### src/rtl/mdrx_pkg.sv
package mdrx_pkg;

  // Per-cycle strobes from the sampling control to the datapath
  typedef struct packed {
    logic shiftEn;    // one data bit has been voted
    logic shiftBit;   // value of that bit
    logic frameDone;  // stop bit has been voted
    logic stopOk;     // stop bit voted high
  } rxStrobe_t;

  typedef enum logic [1:0] {
    RX_IDLE,
    RX_START,
    RX_DATA,
    RX_STOP
  } rxState_e;

endpackage

### src/rtl/mdrx_ctrl.sv
module mdrx_ctrl
  import mdrx_pkg::*;
#(
  parameter int DATA_W     = 8,
  parameter int OVERSAMPLE = 16
) (
  input  logic       clk,
  input  logic       rstN,
  input  logic       rxIn,
  input  logic       invertRx,
  input  logic       tick16,
  input  logic       rxEnable,
  input  logic       nineBitMode,
  input  logic       halt,
  output rxStrobe_t  strobe
);

  localparam int CNT_W = $clog2(OVERSAMPLE);
  localparam int BIT_W = $clog2(DATA_W + 1);
  localparam logic [CNT_W-1:0] VOTE_A = CNT_W'(OVERSAMPLE / 2 - 1);
  localparam logic [CNT_W-1:0] VOTE_B = CNT_W'(OVERSAMPLE / 2);
  localparam logic [CNT_W-1:0] VOTE_C = CNT_W'(OVERSAMPLE / 2 + 1);
  localparam logic [CNT_W-1:0] LAST_T = CNT_W'(OVERSAMPLE - 1);

  logic [1:0]       syncQ;
  logic             lineBit;
  rxState_e         state;
  logic [CNT_W-1:0] tickCnt;
  logic [BIT_W-1:0] bitIdx;
  logic [1:0]       votes;
  logic             majority;
  logic [BIT_W-1:0] lastBit;
  logic             voteNow;

  // Polarity is corrected ahead of the synchronizer; idle level is 1
  always_ff @(posedge clk) begin
    if (!rstN) syncQ <= 2'b11;
    else       syncQ <= {syncQ[0], rxIn ^ invertRx};
  end
  assign lineBit = syncQ[1];

  assign majority = (votes[1] & votes[0]) | (votes[1] & lineBit) | (votes[0] & lineBit);
  assign lastBit  = nineBitMode ? BIT_W'(DATA_W) : BIT_W'(DATA_W - 1);
  assign voteNow  = tick16 && (state != RX_IDLE) && (tickCnt == VOTE_C);

  always_comb begin
    strobe = '0;
    if (voteNow && state == RX_DATA) begin
      strobe.shiftEn  = 1'b1;
      strobe.shiftBit = majority;
    end
    if (voteNow && state == RX_STOP) begin
      strobe.frameDone = 1'b1;
      strobe.stopOk    = majority;
    end
  end

  always_ff @(posedge clk) begin
    if (!rstN) begin
      state   <= RX_IDLE;
      tickCnt <= '0;
      bitIdx  <= '0;
      votes   <= 2'b11;
    end else if (!rxEnable || halt) begin
      state   <= RX_IDLE;
      tickCnt <= '0;
    end else if (tick16) begin
      if (state == RX_IDLE) begin
        if (!lineBit) begin
          state   <= RX_START;
          tickCnt <= CNT_W'(1);
        end
      end else begin
        tickCnt <= (tickCnt == LAST_T) ? '0 : tickCnt + 1'b1;
        if (tickCnt == VOTE_A) votes[1] <= lineBit;
        if (tickCnt == VOTE_B) votes[0] <= lineBit;
        if (tickCnt == VOTE_C) begin
          if ((state == RX_START && majority) || state == RX_STOP) state <= RX_IDLE;
        end
        if (tickCnt == LAST_T) begin
          if (state == RX_START) begin
            state  <= RX_DATA;
            bitIdx <= '0;
          end else if (state == RX_DATA) begin
            if (bitIdx == lastBit) state <= RX_STOP;
            else                   bitIdx <= bitIdx + 1'b1;
          end
        end
      end
    end
  end

endmodule

### src/rtl/mdrx_datapath.sv
module mdrx_datapath
  import mdrx_pkg::*;
#(
  parameter int DATA_W     = 8,
  parameter int FIFO_DEPTH = 2
) (
  input  logic              clk,
  input  logic              rstN,
  input  rxStrobe_t         strobe,
  input  logic              rxEnable,
  input  logic              nineBitMode,
  input  logic              addrFilterEn,
  input  logic              readPop,
  output logic [DATA_W-1:0] headData,
  output logic              headBit9,
  output logic              headFrameErr,
  output logic              notEmpty,
  output logic              overrunErr
);

  localparam int PTR_W   = (FIFO_DEPTH > 1) ? $clog2(FIFO_DEPTH) : 1;
  localparam int CNT_W   = $clog2(FIFO_DEPTH + 1);
  localparam int ENTRY_W = DATA_W + 2;
  localparam logic [PTR_W-1:0] LAST_P = PTR_W'(FIFO_DEPTH - 1);
  localparam logic [CNT_W-1:0] FULL_C = CNT_W'(FIFO_DEPTH);

  logic [DATA_W:0]      shreg;
  logic [DATA_W-1:0]    frameData;
  logic                 frameBit9;
  logic                 accept, full, push, doPop;
  logic [ENTRY_W-1:0]   mem [FIFO_DEPTH];
  logic [PTR_W-1:0]     wrPtr, rdPtr;
  logic [CNT_W-1:0]     count;

  always_ff @(posedge clk) begin
    if (!rstN)               shreg <= '0;
    else if (strobe.shiftEn) shreg <= {strobe.shiftBit, shreg[DATA_W:1]};
  end

  assign frameData = nineBitMode ? shreg[DATA_W-1:0] : shreg[DATA_W:1];
  assign frameBit9 = nineBitMode & shreg[DATA_W];
  assign accept    = strobe.frameDone && !overrunErr &&
                     !(addrFilterEn && nineBitMode && !frameBit9);
  assign full      = (count == FULL_C);
  assign push      = accept && !full;
  assign doPop     = readPop && (count != '0);

  always_ff @(posedge clk) begin
    if (push) mem[wrPtr] <= {~strobe.stopOk, frameBit9, frameData};
  end

  always_ff @(posedge clk) begin
    if (!rstN || !rxEnable) begin
      wrPtr      <= '0;
      rdPtr      <= '0;
      count      <= '0;
      overrunErr <= 1'b0;
    end else begin
      if (push)          wrPtr <= (wrPtr == LAST_P) ? '0 : wrPtr + 1'b1;
      if (doPop)         rdPtr <= (rdPtr == LAST_P) ? '0 : rdPtr + 1'b1;
      if (accept && full) overrunErr <= 1'b1;
      case ({push, doPop})
        2'b10:   count <= count + 1'b1;
        2'b01:   count <= count - 1'b1;
        default: count <= count;
      endcase
    end
  end

  assign notEmpty = (count != '0);
  assign {headFrameErr, headBit9, headData} = notEmpty ? mem[rdPtr] : '0;

endmodule

### src/rtl/mdrop_uart_rx.sv
module mdrop_uart_rx
  import mdrx_pkg::*;
#(
  parameter int DATA_W     = 8,
  parameter int OVERSAMPLE = 16,
  parameter int FIFO_DEPTH = 2
) (
  input  logic              clk,
  input  logic              rstN,
  input  logic              rxIn,
  input  logic              tick16,
  input  logic              rxEnable,
  input  logic              nineBitMode,
  input  logic              addrFilterEn,
  input  logic              invertRx,
  input  logic              irqEnable,
  input  logic              readPop,
  output logic [DATA_W-1:0] rxData,
  output logic              rxBit9,
  output logic              rxFrameErr,
  output logic              rxReady,
  output logic              overrunErr,
  output logic              irqReq
);

  rxStrobe_t strobe;

  mdrx_ctrl #(.DATA_W(DATA_W), .OVERSAMPLE(OVERSAMPLE)) u_ctrl (
    .clk         (clk),
    .rstN        (rstN),
    .rxIn        (rxIn),
    .invertRx    (invertRx),
    .tick16      (tick16),
    .rxEnable    (rxEnable),
    .nineBitMode (nineBitMode),
    .halt        (overrunErr),
    .strobe      (strobe)
  );

  mdrx_datapath #(.DATA_W(DATA_W), .FIFO_DEPTH(FIFO_DEPTH)) u_dp (
    .clk          (clk),
    .rstN         (rstN),
    .strobe       (strobe),
    .rxEnable     (rxEnable),
    .nineBitMode  (nineBitMode),
    .addrFilterEn (addrFilterEn),
    .readPop      (readPop),
    .headData     (rxData),
    .headBit9     (rxBit9),
    .headFrameErr (rxFrameErr),
    .notEmpty     (rxReady),
    .overrunErr   (overrunErr)
  );

  assign irqReq = rxReady & irqEnable;

endmodule

### config.mk
export PLATFORM = sky130hd
export DESIGN_NAME = mdrop_uart_rx
export DESIGN_NICKNAME = d
export VERILOG_FILES = /design/src/rtl/mdrx_pkg.sv /design/src/rtl/mdrx_ctrl.sv /design/src/rtl/mdrx_datapath.sv /design/src/rtl/mdrop_uart_rx.sv
export SDC_FILE = /design/constraint.sdc
export NUM_CORES = 1
export LEC_CHECK = 0
export ABC_AREA = 1
export BUFFER_PORTS_ARGS = -buffer_cell sky130_fd_sc_hd__buf_2
export CORE_ASPECT_RATIO = 1.1
export CORE_MARGIN = 1.5
export CORE_UTILIZATION = 40
export CTS_CLUSTER_SIZE = 16
export DETAILED_ROUTE_END_ITERATION = 16
export PLACE_DENSITY = 0.62
export SYNTH_ARGS = -nofsm -noshare
export SYNTH_HDL_FRONTEND = slang
export SYNTH_SLANG_ARGS = --single-unit
### constraint.sdc
create_clock -name clk -period 3.83 [get_ports clk]
set_clock_uncertainty 0.15 [all_clocks]
set_input_delay 0.5745 -clock clk [delete_from_list [all_inputs] [get_ports clk]]
set_output_delay 0.5745 -clock clk [all_outputs]
set_load 0.02 [all_outputs]
---- Word-level counts from Yosys, hierarchy flattened ----
Memories as Yosys holds them, arrays and structs flattened. A register that Yosys moved wholly into a read port is not among the register bits.
Cells that the tools add are included.
cells by class
  add/sub/neg operators ................... 6
  equality and inequality tests ........... 13
  mux-type cells .......................... 26
  bitwise logic cells ..................... 12
  reduce and logical (&&, ||, !) cells .... 31
operators with widths
  kind                 count
  $mux 4               7
  $mux 2               10
  $eq 4x4->1 const B   3
  $logic_and 1x1->1    12
  $mux 10              1
  $add 4x1->4 const B  2
  $eq 2x2->1 const B   4
  $mux 8               1
  $reduce_and 4->1     2
  $reduce_bool 2->1    4
  $logic_not 1->1      6
  $mux 1               6
  $reduce_and 6->1     1
  $and 1x1->1          5
  $eq 2x1->1 const B   2
  $eq 4x3->1 const B   1
  $eq 4x4->1           1
  $not 1->1            4
  $pmux 2 s2           1
  $logic_or 1x1->1     3
  $add 1x1->1 const B  2
  $add 2x1->2 const B  1
  $logic_not 2->1      1
  $ne 2x1->1 const B   1
  other kinds (6)      7
word-level totals
  register bits ........................... 28
  RAM bits ................................ 20
  input port bits ......................... 10
  output and inout bits ................... 13
  logic and storage cells ................. 100
  memories ................................ 1
memories
  name      depth  width  rd ports  clocked after memory_dff  wr ports  RTL line             text
  u_dp.mem  2      10     1         1                         1         mdrx_datapath.sv:31  logic [ENTRY_W-1:0] mem [FIFO_DEPTH];

---- Longest topological paths before layout ----
  word-level depth ........................ 12
  gate-level depth with buffers ........... 11
  gate-level depth less buffers ........... 11

---- Hierarchy ----
From an unflattened synthesis, not the netlist that was laid out.
unflattened totals
  cell total of the unflattened synthesis .. 291
  area, all modules ....................... 2427.3 sq um
modules (own cells, without submodules)
  module         instances  cells each  area an instance (sq um)  sequential area each (sq um)
  mdrx_datapath  1          153         1472.7                    900.9
  mdrx_ctrl      1          136         947.2                     280.3
  mdrop_uart_rx  1          2           7.5                       0.0

---- Worst setup path after synthesis ----
Ideal clock, no wire load.
  path type ............................... reg2reg
  from .................................... reg u_ctrl.state[0]
  to ...................................... reg u_dp.count[1]
  setup time .............................. 70 ps
  data arrival time ....................... 2028 ps
  required time ........................... 3610 ps
  setup slack ............................. 1582 ps
  stages on the path, launching flop included .. 12
  path buffers ............................ 0
  clock period less this slack ............ 2248 ps
  cell sequence ........................... dfxtp_1 -> inv_1 -> ha_1 -> inv_1 -> nand2_2 -> nor2_4 -> nand4_2 -> ha_1 -> a21oi_1 -> o21ai_0 -> or2_2 -> a21oi_1
on the way
  cells in the longest elaborated chain, start to end .. 10
  elaborated cells between the ends (all ways) .. 13
  classes of those cells .................. eq/ne: 3; mux: 2; reduce/logical: 8
ends and longest elaborated chain
  item                                                    RTL line             text
  start, declared                                         mdrx_ctrl.sv:27      rxState_e state;
  start signal, assigned                                  mdrx_ctrl.sv:60      state <= RX_IDLE;
  start signal, assigned                                  mdrx_ctrl.sv:65      state <= RX_IDLE;
  start signal, assigned                                  mdrx_ctrl.sv:70      state <= RX_START;
  $reduce_bool 2->1                                       mdrx_ctrl.sv:44      assign voteNow = tick16 && (state != RX_IDLE) && (tickCnt == VOTE_C);
  $logic_and 1x1->1 (2 in series)                         mdrx_ctrl.sv:44
  $logic_and 1x1->1 *                                     mdrx_ctrl.sv:52      if (voteNow && state == RX_STOP) begin
  $mux 2 *                                                mdrx_ctrl.sv:52
  $logic_and 1x1->1 * (2 in series)                       mdrx_datapath.sv:42  assign accept = strobe.frameDone && !overrunErr &&
  $logic_and 1x1->1 *                                     mdrx_datapath.sv:45  assign push = accept && !full;
  $eq 2x1->1 / $eq 2x2->1 (equally long branches)         mdrx_datapath.sv:62  case ({push, doPop})
  $pmux 2 s2 / $reduce_bool 2->1 (equally long branches)  n/a
  end signal, assigned                                    mdrx_datapath.sv:63  2'b10: count <= count + 1'b1;
  end signal, assigned                                    mdrx_datapath.sv:64  2'b01: count <= count - 1'b1;
  end signal, assigned                                    mdrx_datapath.sv:65  default: count <= count;
  end, declared                                           mdrx_datapath.sv:33  logic [CNT_W-1:0] count;
Mark *: on every way between the ends. The rest lies on a longest branch, timed or not.
A chain may end at the register's enable or synchronous reset.

---- Worst setup path after layout ----
  from .................................... reg u_ctrl.state[0]
  to ...................................... mem u_dp.mem[1][4] in the netlist's numbering (enable)
on the way
  cells in the longest elaborated chain, start to end .. 10
  elaborated cells between the ends (all ways) .. 11
  classes of those cells .................. eq/ne: 1; mux: 3; reduce/logical: 7
ends and longest elaborated chain
  item                               RTL line             text
  $reduce_bool 2->1                  mdrx_ctrl.sv:44
  $logic_and 1x1->1 (2 in series)    mdrx_ctrl.sv:44
  $logic_and 1x1->1 *                mdrx_ctrl.sv:52
  $mux 2 *                           mdrx_ctrl.sv:52
  $logic_and 1x1->1 * (2 in series)  mdrx_datapath.sv:42
  $logic_and 1x1->1 *                mdrx_datapath.sv:45
  $mux 1 *                           mdrx_datapath.sv:49  if (push) mem[wrPtr] <= {~strobe.stopOk, frameBit9, frameData};
  $mux 1 (implied by the code) *     mdrx_datapath.sv:49
  end, declared                      mdrx_datapath.sv:31
Marked as above.

==> out/qor.yml <==
logic_synthesis:
  async_flop_share_pct: 0
  ys_types: 31
  synth_cells: 281
  synth.avg_cell_area_sq_um: 8.34
  yosys_register_bits: 49
  synth_top_area_share_pct: 25.6
  yosysWarningCount: 0
  synth_area_sq_um: 2340
  synth_flop_cell: "dfxtp_1"
  synth_edf_count: 20
  yosysTopAreaCell: "edfxtp_1"
  ys_seq_area_share_pct: 50.4
  synth_area_leaders: "edfxtp_1 26%, dfxtp_1 25%, nand2_1 11%"
  syn_nets: 301
die:
  placement_rows: 29
  dieWidth_um: 76.0
  ios: 23
  die_h_um: 83.3
  start_util_pct: 41.1
  dieArea_sq_um: 6320
  core-area_sq_um: 5700
sta:
  max_freq_mhz: 402
  setup_slack_ps: 1340
  whs_ps: 273
  final-hold-violation-count: 0
  setup_viol: 0
  report.final.slew_viol_count: 0
  rsz0062_at_grt: "no"
  worst_pin_slew_ps: 817
  relSlewSlack_pct: 45.4
  period_share_pct: 64.9
  setup-tns-final_ps: 0
  min_period_ps: 2490
place:
  portBuffers: 22
  dp_hpwl_um: 3220
  place_ws_ps: 1340
  gp_congestion: 0.777
finish:
  seqCellArea_sq_um: 1180
  area_growth_pct: 11.7
  final_common_cell: "nand2_1"
  fillCellCount: 571
  n_antenna_cell: 0
  final_nets: 325
  multiInputGateArea_sq_um: 991
  drive_gt1_share_pct: 15.0
  final_util_pct: 45.9
  mostFrequentLayoutCells: "68 x nand2_1, 37 x a21oi_1, 36 x inv_1, 29 x dfxtp_1, 22 x buf_2"
cts:
  clkLatencyLatePin_ps: 300
  clk_pin_slew_ps: 90
  hold_buffers: 0
  htreeDepth: 2
  cts_sinks: 49
  cts_made_buffers: 5
  cts_resized: 0
  tritoncts: "done"
  root_buffer: "clkbuf_8"
  cts_buffer_depth: 2
  postCtsSetupBuffers: 0
worst_setup_path:
  startpoint_type: "flip-flop"
  cp-end-kind: "flip-flop"
  ff2ff_setup_slack_ps: 1340
  crit_arrival_ps: 2270
  critPathRequiredTime_ps: 3610
  cp.depth: 7
  path_class: "reg2reg"
  cpMostUsedCell: "inv_1"
  critPathMaxFanout: 10
  r2r-end: "u_dp.mem[1][4]"
  rr_worst_depth: 7
  cpMaxStageDelayCell: "nor2_1"
  cpLargestDelayFamily: "simple AND/OR/NAND/NOR gates"
  reg2reg_from: "u_ctrl.state[0]"
  path_buf_inv: 2
  worstPathCellList: "inv_1 > ha_1 > inv_1 > nand2_2 > nor2_4 > nand4_2 > nor2_1"
  slowest_delay_ps: 660
power_and_ir_drop:
  power.switching_uw: 190
  power_frac_clock_pct: 35.1
  power_density_nw_per_um2: 333
  power_frac_comb_pct: 2.8
  p_sw_share_pct: 21.9
  pwr-share-seq_pct: 62.1
  ir_worst_vdd_uv: 190
  cell_internal_pwr_uw: 680
  total_power_uw: 870
  p_leak_nw: 1.09
drt:
  avgRoutedWirePerCell_um: 10.6
  drt_pass1_iterations: 4
  viasPerCell: 4.60
  vias: 1760
  drtAntennaViolNets: 0
  drc: 0
  wl_um: 4070
  drtIter0Drc: 59
min_path:
  hold_depth: 1
  hold_path_class: "reg2reg"
  hold_end: "u_ctrl.syncQ[1]"
  min_from: "u_ctrl.syncQ[0]"
grt:
  grt_pass1_wl_um: 6910
  globalRouteTotalUtil_pct: 13.5
  overflow: 0
  grt_max_degree: 18
  grt_pass1_vias: 1593
  antenna_found_initial: 0
status:
  run_status: "completed"
job:
  cap_violations: 0
## synthesized netlist by cell type (2+ instances only)
| library cell | instances |
|---|---|
| a211oi_1 | 3 |
| a21oi_1 | 37 |
| clkbuf_1 | 3 |
| dfxtp_1 | 29 |
| edfxtp_1 | 20 |
| ha_1 | 10 |
| inv_1 | 36 |
| nand2_1 | 68 |
| nand2_2 | 4 |
| nand3_1 | 11 |
| nand4_1 | 2 |
| nor2_1 | 16 |
| o21ai_0 | 15 |
| o21ai_1 | 8 |
| or2_2 | 3 |
## stage by stage
step                area, sq um  instances
global placement           2520        375
global route               2620        383
finish                     2620        383
detailed placement         2520        375
floorplan                  2340        281
CTS                        2620        383
## per-layer routing
metal  vias to the layer above  track usage (%)  routed length (um)
met3                         2             3.52                 112
met1                       774             16.6                1940
met5                         -                0                   0
li1                        965                -                   -
met4                         0             3.54                  14
met2                        19             23.7                2000
## sequential cells by signal, indices dropped and copies added, names as in the netlist, named ones only
register and cells:
u_ctrl.votes 2, u_ctrl.syncQ 2, u_ctrl.state 2, u_dp.wrPtr 1
u_dp.rdPtr 1, u_ctrl.tickCnt 4, u_dp.count 2, u_dp.mem 20
u_ctrl.bitIdx 4, u_dp.overrunErr 1, u_dp.shreg 9
## worst max path at each step
stage	startpoint	endpoint
detailed placement	u_ctrl.state[0]	u_dp.mem[1][4]
floorplan	u_ctrl.state[0]	u_dp.count[1]
finish	u_ctrl.state[0]	u_dp.mem[1][4]
CTS	u_ctrl.state[0]	u_dp.mem[1][4]
global placement	u_ctrl.state[0]	u_dp.mem[1][3]
global route	u_ctrl.state[0]	u_dp.count[1]
## power by group through the flow
stage,Clock (mW),Sequential (mW),Combinational [mW]
final,0.305,0.541,0.0245
after global routing,0.343,0.541,0.0282
after CTS,0.319,0.541,0.0251
after detailed placement,0,0.553,0.0249
after global placement,0,0.553,0.0252
after floorplan,0,0.553,0.0149
## area by class of cell
type / instances / area share [%]
flip-flops and latches: 49 / 45.1
clock inverters: 3 / 0.956
clock buffers: 5 / 2.63
multi-input cells: 189 / 37.9
repair buffers: 22 / 4.21
well taps: 77 / 3.68
inverters: 38 / 5.50
## worst register-to-register path, delay by kind of cell, from the launching register on
kind                       cells  cell delay (ps)
and+or+nand+nor                4             1130
DFF                            1              420
buffers and inverters          2              210
adders and majority gates      1              200
## logic make-up after synthesis
group,Yosys count,synth area share [%]
simple gates,112,21.7
compound gates,65,14.5
xor+xnor,2,0.748
buf+inv,43,7.26
flops,49,50.4
fa+ha+maj,10,5.34
Power figures use the tool's default switching activity.
